$ cat config.mk
export PLATFORM = sky130hd
export DESIGN_NAME = bar_pred_reduce
export DESIGN_NICKNAME = d
export VERILOG_FILES = /design/src/rtl/bpr_pkg.sv /design/src/rtl/bpr_lane_reduce.sv /design/src/rtl/bpr_slot.sv /design/src/rtl/bpr_result.sv /design/src/rtl/bar_pred_reduce.sv
export SDC_FILE = /design/constraint.sdc
export NUM_CORES = 2
export LEC_CHECK = 0
export ABC_AREA = 1
export BUFFER_PORTS_ARGS = -buffer_cell sky130_fd_sc_hd__buf_2
export CORE_UTILIZATION = 64
export DETAILED_ROUTE_END_ITERATION = 8
export PLACE_DENSITY = 0.78
export SYNTH_ARGS = -nofsm -noshare
export SYNTH_HDL_FRONTEND = slang
export SYNTH_SLANG_ARGS = --single-unit
export TNS_END_PERCENT = 30
$ cat constraint.sdc
create_clock -name clk -period 9.85 [get_ports clk]
set_input_delay 0 -clock clk [delete_from_list [all_inputs] [get_ports clk]]
set_output_delay 0 -clock clk [all_outputs]
set_load 0.01 [all_outputs]
$ cat src/rtl/bpr_pkg.sv
package bpr_pkg;

   localparam int RES_W = 32;

   typedef enum logic [1:0] {
      OP_COUNT = 2'd0,
      OP_ALL   = 2'd1,
      OP_ANY   = 2'd2,
      OP_RSVD  = 2'd3
   } red_op_e;

   typedef struct packed {
      logic             has_red;
      logic             has_plain;
      red_op_e          op;
      logic [RES_W-1:0] cnt;
      logic             all_t;
      logic             any_t;
   } acc_t;

   localparam acc_t ACC_EMPTY = '{
      has_red:   1'b0,
      has_plain: 1'b0,
      op:        OP_COUNT,
      cnt:       '0,
      all_t:     1'b1,
      any_t:     1'b0
   };

endpackage

$ cat src/rtl/bpr_lane_reduce.sv
module bpr_lane_reduce #(
   parameter int LANES = 32,
   parameter int CHUNK = 8,
   localparam int CW   = $clog2(LANES + 1)
) (
   input  logic [LANES-1:0] active_i,
   input  logic [LANES-1:0] pred_i,
   input  logic             invert_i,
   output logic [CW-1:0]    cnt_o,
   output logic             all_o,
   output logic             any_o
);

   logic [LANES-1:0] adj;
   logic [LANES-1:0] live;

   always_comb begin
      adj   = pred_i ^ {LANES{invert_i}};
      live  = active_i & adj;
      all_o = &(adj | ~active_i);
      any_o = |live;
   end

   generate
      if (CHUNK >= 2 && (LANES % CHUNK) == 0 && LANES > CHUNK) begin : g_tree
         localparam int NCH = LANES / CHUNK;
         localparam int PW  = $clog2(CHUNK + 1);

         function automatic logic [PW-1:0] chunk_pop(input logic [CHUNK-1:0] v);
            logic [PW-1:0] s;
            s = '0;
            for (int i = 0; i < CHUNK; i++) begin
               s = s + PW'(v[i]);
            end
            return s;
         endfunction

         logic [NCH*PW-1:0] parts;

         for (genvar g = 0; g < NCH; g++) begin : g_part
            assign parts[g*PW +: PW] = chunk_pop(live[g*CHUNK +: CHUNK]);
         end

         always_comb begin
            cnt_o = '0;
            for (int k = 0; k < NCH; k++) begin
               cnt_o = cnt_o + CW'(parts[k*PW +: PW]);
            end
         end
      end else begin : g_flat
         always_comb begin
            cnt_o = '0;
            for (int i = 0; i < LANES; i++) begin
               cnt_o = cnt_o + CW'(live[i]);
            end
         end
      end
   endgenerate

endmodule

$ cat src/rtl/bpr_slot.sv
module bpr_slot
   import bpr_pkg::*;
#(
   parameter int CW = 6
) (
   input  logic          clk,
   input  logic          rst_n,
   input  logic          hit_i,
   input  logic          clr_i,
   input  logic          red_i,
   input  red_op_e       op_i,
   input  logic [CW-1:0] c_cnt_i,
   input  logic          c_all_i,
   input  logic          c_any_i,
   output acc_t          fold_o,
   output logic          err_mix_o,
   output logic          err_op_o
);

   acc_t q;
   logic op_bad;

   always_comb begin
      fold_o    = q;
      err_mix_o = 1'b0;
      err_op_o  = 1'b0;
      op_bad    = (op_i == OP_RSVD);
      if (hit_i) begin
         if (red_i) begin
            err_mix_o = q.has_plain;
            err_op_o  = op_bad || (q.has_red && (q.op != op_i));
            if (!op_bad) begin
               fold_o.has_red = 1'b1;
               if (!q.has_red) begin
                  fold_o.op = op_i;
               end
               fold_o.cnt   = q.cnt + RES_W'(c_cnt_i);
               fold_o.all_t = q.all_t & c_all_i;
               fold_o.any_t = q.any_t | c_any_i;
            end
         end else begin
            err_mix_o        = q.has_red;
            fold_o.has_plain = 1'b1;
         end
      end
   end

   always_ff @(posedge clk) begin
      if (!rst_n) begin
         q <= ACC_EMPTY;
      end else if (clr_i) begin
         q <= ACC_EMPTY;
      end else begin
         q <= fold_o;
      end
   end

   AST_SLOT_CLEARS: assert property (@(posedge clk) disable iff (!rst_n)
      clr_i |=> (q == ACC_EMPTY)) else $error("slot not empty after completion");

   AST_OP_STICKY: assert property (@(posedge clk) disable iff (!rst_n)
      (q.has_red && !clr_i) |=> (q.op == $past(q.op))) else $error("recorded operator changed");

   AST_RSVD_DROPPED: assert property (@(posedge clk) disable iff (!rst_n)
      (hit_i && red_i && op_bad && !clr_i) |=> (q.cnt == $past(q.cnt))) else $error("reserved op accumulated");

endmodule

$ cat src/rtl/bpr_result.sv
module bpr_result
   import bpr_pkg::*;
#(
   parameter int BAR_W = 4
) (
   input  logic             clk,
   input  logic             rst_n,
   input  logic             done_i,
   input  logic [BAR_W-1:0] done_bar_i,
   input  acc_t             sel_i,
   output logic             res_valid_o,
   output logic [BAR_W-1:0] res_bar_o,
   output logic [1:0]       res_op_o,
   output logic [RES_W-1:0] res_value_o
);

   logic [RES_W-1:0] value_d;

   always_comb begin
      unique case (sel_i.op)
         OP_ALL:  value_d = RES_W'(sel_i.all_t);
         OP_ANY:  value_d = RES_W'(sel_i.any_t);
         default: value_d = sel_i.cnt;
      endcase
   end

   always_ff @(posedge clk) begin
      if (!rst_n) begin
         res_valid_o <= 1'b0;
         res_bar_o   <= '0;
         res_op_o    <= '0;
         res_value_o <= '0;
      end else begin
         res_valid_o <= done_i && sel_i.has_red;
         if (done_i) begin
            res_bar_o   <= done_bar_i;
            res_op_o    <= sel_i.op;
            res_value_o <= value_d;
         end
      end
   end

   AST_RES_AFTER_DONE: assert property (@(posedge clk) disable iff (!rst_n)
      res_valid_o |-> ($past(done_i) && res_bar_o == $past(done_bar_i))) else $error("result without completion");

   AST_FLAG_NARROW: assert property (@(posedge clk) disable iff (!rst_n)
      (res_valid_o && res_op_o != 2'd0) |-> (res_value_o[RES_W-1:1] == '0)) else $error("flag result too wide");

endmodule

$ cat src/rtl/bar_pred_reduce.sv
module bar_pred_reduce
   import bpr_pkg::*;
#(
   parameter int LANES    = 32,
   parameter int NUM_BARS = 16,
   parameter int CHUNK    = 8,
   localparam int BAR_W   = $clog2(NUM_BARS),
   localparam int CW      = $clog2(LANES + 1)
) (
   input  logic             clk,
   input  logic             rst_n,
   input  logic             arr_valid,
   input  logic [BAR_W-1:0] arr_bar,
   input  logic             arr_reduce,
   input  logic [1:0]       arr_op,
   input  logic             arr_invert,
   input  logic [LANES-1:0] arr_active,
   input  logic [LANES-1:0] arr_pred,
   input  logic             done_valid,
   input  logic [BAR_W-1:0] done_bar,
   output logic             res_valid,
   output logic [BAR_W-1:0] res_bar,
   output logic [1:0]       res_op,
   output logic [RES_W-1:0] res_value,
   output logic             err_mix,
   output logic             err_op,
   output logic [BAR_W-1:0] err_bar
);

   generate
      if (LANES < 2) begin : g_chk_lanes
         $error("LANES must be at least 2");
      end
      if (NUM_BARS < 2 || (1 << BAR_W) != NUM_BARS) begin : g_chk_bars
         $error("NUM_BARS must be a power of two of at least 2");
      end
      if (CW > RES_W) begin : g_chk_width
         $error("lane count does not fit the result width");
      end
   endgenerate

   logic [CW-1:0]       lr_cnt;
   logic                lr_all;
   logic                lr_any;
   acc_t                fold     [NUM_BARS];
   logic [NUM_BARS-1:0] hit_vec;
   logic [NUM_BARS-1:0] mix_vec;
   logic [NUM_BARS-1:0] opv_vec;
   acc_t                sel;

   bpr_lane_reduce #(
      .LANES (LANES),
      .CHUNK (CHUNK)
   ) u_lanes (
      .active_i (arr_active),
      .pred_i   (arr_pred),
      .invert_i (arr_invert),
      .cnt_o    (lr_cnt),
      .all_o    (lr_all),
      .any_o    (lr_any)
   );

   generate
      for (genvar b = 0; b < NUM_BARS; b++) begin : g_slot
         assign hit_vec[b] = arr_valid && (arr_bar == BAR_W'(b));

         bpr_slot #(
            .CW (CW)
         ) u_slot (
            .clk       (clk),
            .rst_n     (rst_n),
            .hit_i     (hit_vec[b]),
            .clr_i     (done_valid && (done_bar == BAR_W'(b))),
            .red_i     (arr_reduce),
            .op_i      (red_op_e'(arr_op)),
            .c_cnt_i   (lr_cnt),
            .c_all_i   (lr_all),
            .c_any_i   (lr_any),
            .fold_o    (fold[b]),
            .err_mix_o (mix_vec[b]),
            .err_op_o  (opv_vec[b])
         );
      end
   endgenerate

   assign sel = fold[done_bar];

   bpr_result #(
      .BAR_W (BAR_W)
   ) u_result (
      .clk         (clk),
      .rst_n       (rst_n),
      .done_i      (done_valid),
      .done_bar_i  (done_bar),
      .sel_i       (sel),
      .res_valid_o (res_valid),
      .res_bar_o   (res_bar),
      .res_op_o    (res_op),
      .res_value_o (res_value)
   );

   always_ff @(posedge clk) begin
      if (!rst_n) begin
         err_mix <= 1'b0;
         err_op  <= 1'b0;
         err_bar <= '0;
      end else begin
         err_mix <= |mix_vec;
         err_op  <= |opv_vec;
         if (arr_valid) begin
            err_bar <= arr_bar;
         end
      end
   end

   AST_ONE_SLOT_HIT: assert property (@(posedge clk) disable iff (!rst_n)
      $onehot0(hit_vec)) else $error("arrival reached several slots");

   AST_ANY_VS_COUNT: assert property (@(posedge clk) disable iff (!rst_n)
      arr_valid |-> (lr_any == (lr_cnt != '0))) else $error("any-true and count disagree");

   AST_ERR_NEEDS_ARRIVAL: assert property (@(posedge clk) disable iff (!rst_n)
      (err_mix || err_op) |-> $past(arr_valid)) else $error("error pulse without arrival");

endmodule

==> impl_metrics.yaml <==
min_path:
  hold_end: "u_result.res_bar_o[1]$_SDFFE_PN0P_"
  worstHoldStart: "done_bar[1]"
  hold_path.class: "input port to register"
  hold_depth: 3
yosys:
  synth_common_cells: "nand2_1, nor2_1, inv_1"
  syn_inst: 6456
  ys_ff_latch: 653
  synth-main-ff-cell: "dfxtp_1"
  yosysWarningCount: 0
  synth.most_common_cell: "nand2_1"
  yosys.area.top_type: "dfxtp_1"
  synth_top_area_share_pct: 31.27
  ys_async_sr_fraction_pct: 0
  avgSynthCellArea_um2: 6.475
  synth_edf_count: 0
  syn_nets: 6696
  synth_area_mm2: 0.04180
  synth_seq_area_share_pct: 31.27
  synth_cell_types: 62
  synth_area_leaders: "dfxtp_1, nand2_1, nor2_1"
critical_path:
  r2r_start: "g_slot[7].u_slot.q[37]$_SDFF_PP0_"
  worstPathMaxFanout: 34
  cp-start-kind: "input port"
  arrival_ns: 8.87
  cp-end-kind: "register"
  critPathMaxStageDelay_ns: 0.52
  path_common_cell: "fa_1"
  r2r_slack_ns: 5.89
  r2r_cells: 14
  crit_slowest_cell: "buf_2"
  crit_type: "input port to register"
  critical_path_required_ns: 10.41
  reg2reg_to: "u_result.res_value_o[3]$_SDFFE_PN0P_"
pwr:
  netSwitchingFraction_pct: 42.36
  pwr_density_cell_mw_per_mm2: 217.1
  clkPwrFrac_pct: 29.6
  p_int_mw: 5.729
  pwr-share-seq_pct: 27.0
  peakVddDrop_uv: 492.3
  p_comb_share_pct: 43.4
  fin_total_pwr_mw: 9.939
  p_sw_mw: 4.210
  p_leak_nw: 18.42
drt:
  drt-vias-per-instance: 6.059
  vias: 45080
  ant_nets: 0
  drt_iter0_markers: 6031
  first_pass_iters: 8
  routed_wl_um: 159300
  wl_per_cell_um: 21.41
  drc: 0
final_layout:
  syn_to_final_growth_pct: 9.491
  nets: 6762
  finalNonFillerCells: 7440
  final_core_util_pct: 71.00
  drive_above_1_share_pct: 6.534
die:
  core_area_mm2: 0.06446
  ios: 125
  die_w_um: 257.6
  rows: 93
  die-area_mm2: 0.06634
  chipHeight_um: 257.6
  initial_core_util_pct: 64.85
timing:
  fmax_mhz: 120.2
  skew_ns: 0.03832
  rsz0062_at_grt: "false"
  max_slew.worst_pin.slew_ns: 1.661
  hold_viol: 0
  fin_crit_sh_pct: 84.44
  setup_viol: 0
  tns_ns: 0
  min_period_ns: 8.318
  slew_violations: 2
  max_slew_margin_pct: -11.00
  worst_slack_ns: 1.532
clock_tree:
  cts_max_level: 3
  max-clock-path-buffers: 3
  cts_tree: "done"
  clock-sinks: 653
  root_buffer: "clkbuf_16"
  post-cts-setup-buffers: 0
  cts.reportedPaths.clkPinSlew_ns: 0.06
  cts_inserted_buffers: 73
  worstSkewPairLatency_ns: 0.65
global_routing:
  antenna_found_initial: 8
  grt_usage_pct: 46.78
  grt_max_degree: 70
  first_global_vias: 41390
  grt_pass1_wl_um: 239400
  grt-ovfl-total: 0
run_status:
  status: "finished, violations left"
  violations: "capacitance limit, slew limit"
run:
  max_cap_viol_count: 1
placement:
  placed_cells: 7286
  gp_congestion: 1.103
  port_buffers: 124
  pre_cts_ws_ns: 1.142
  hpwl_um: 117700
cell usage in the layout (no fill, tap or decap), types with 13 or more instances in the layout:
master,instances
o21bai_1,21
buf_2,124
ha_1,122
o21a_1,16
inv_1,799
xor2_1,233
nand2_1,1577
o21ai_1,16
nand3b_1,33
o22ai_1,30
xnor2_1,118
nor2_2,21
dfxtp_1,653
fa_1,38
o21ai_0,273
dlygate4sd3_1,16
clkbuf_1,13
clkinv_2,15
clkbuf_8,18
a21oi_1,354
nor2_4,22
inv_2,29
or2_2,22
clkbuf_16,77
nor3_1,173
nand3_1,433
nand4_1,182
nor4_1,43
nor2_1,900
buf_4,43
timing repair:
| item | in CTS | in global routing |
|---|---|---|
| gates resized for setup | 0 | 0 |
| hold buffers | 16 | 0 |
| hold endpoints to repair | 22 | 0 |
how the worst max path moves through the flow:
stage / to / slack [ns] / depth (start not counted) / start
2_1_floorplan: u_result.res_value_o[28]$_SDFFE_PN0P_ / 2.80 / 33 / arr_invert
3_5_place_dp: u_result.res_value_o[20]$_SDFFE_PN0P_ / 1.14 / 35 / arr_invert
3_3_place_gp: u_result.res_value_o[19]$_SDFFE_PN0P_ / 1.31 / 37 / arr_invert
5_1_grt: u_result.res_value_o[19]$_SDFFE_PN0P_ / 1.15 / 37 / arr_invert
4_1_cts: u_result.res_value_o[20]$_SDFFE_PN0P_ / 1.77 / 35 / arr_invert
6_report: u_result.res_value_o[20]$_SDFFE_PN0P_ / 1.53 / 35 / arr_invert
per-stage QoR:
step                      hold slack, ns  instance area [um^2]
after floorplan                   0.1349                 41800
after global placement            0.3596                 43060
after detailed placement          0.3595                 43060
after CTS                        0.05133                 45760
after global routing             0.06909                 45760
final                            0.06787                 45770
final cells by class:
type	instances	area, um^2
well taps	855	1070
diodes	4	10.01
fillers	5659	18690
inverters	836	3147
clock inverters	26	320.3
flip-flops and latches	653	13070
multi-input cells	4775	24820
repair buffers	183	1104
clock buffers	108	2223
power by group through the flow:
stage / Combinational (mW) / Sequential (mW) / Clock (mW)
after detailed placement: 4.09 / 2.74 / 0
after global routing: 4.62 / 2.69 / 3.04
after floorplan: 2.70 / 2.74 / 0
after global placement: 3.97 / 2.74 / 0
final: 4.31 / 2.69 / 2.94
after CTS: 4.13 / 2.68 / 2.92
flip-flops by register name, indices dropped and copies added, names as in the netlist, named ones only:
| name | cells |
|---|---|
| err_op | 1 |
| u_result.res_value_o | 32 |
| u_result.res_op_o | 2 |
| err_bar | 4 |
| u_result.res_bar_o | 4 |
| g_slot.u_slot.q | 592 |
| err_mix | 1 |
| u_result.res_valid_o | 1 |
per-layer routing:
metal / global-route usage, % / vias to the layer above / part of all wire, %
met4: 31.56 / 8 / 8.2
li1: - / 20880 / -
met2: 70.36 / 2903 / 42
met1: 58.61 / 20600 / 37
met3: 12.64 / 692 / 13
met5: 0 / - / 0.038
logic make-up after synthesis:
group / synth area share (%)
and+or+nand+nor: 36.06
buffers and inverters: 9.473
AOI/OAI and AO/OA: 10.06
DFF: 31.27
xor gates and xnor gates: 7.396
adders and majority gates: 5.471
muxes: 0.2634
critical path: cells and delay by family:
kind,cells,cell delay [ns]
fa+ha+maj,10,3.99
xor+xnor,2,0.48
compound gates,3,0.58
simple gates,12,2.30
buf+inv,8,1.47
Note: power is estimated with default switching activity, not from simulation.
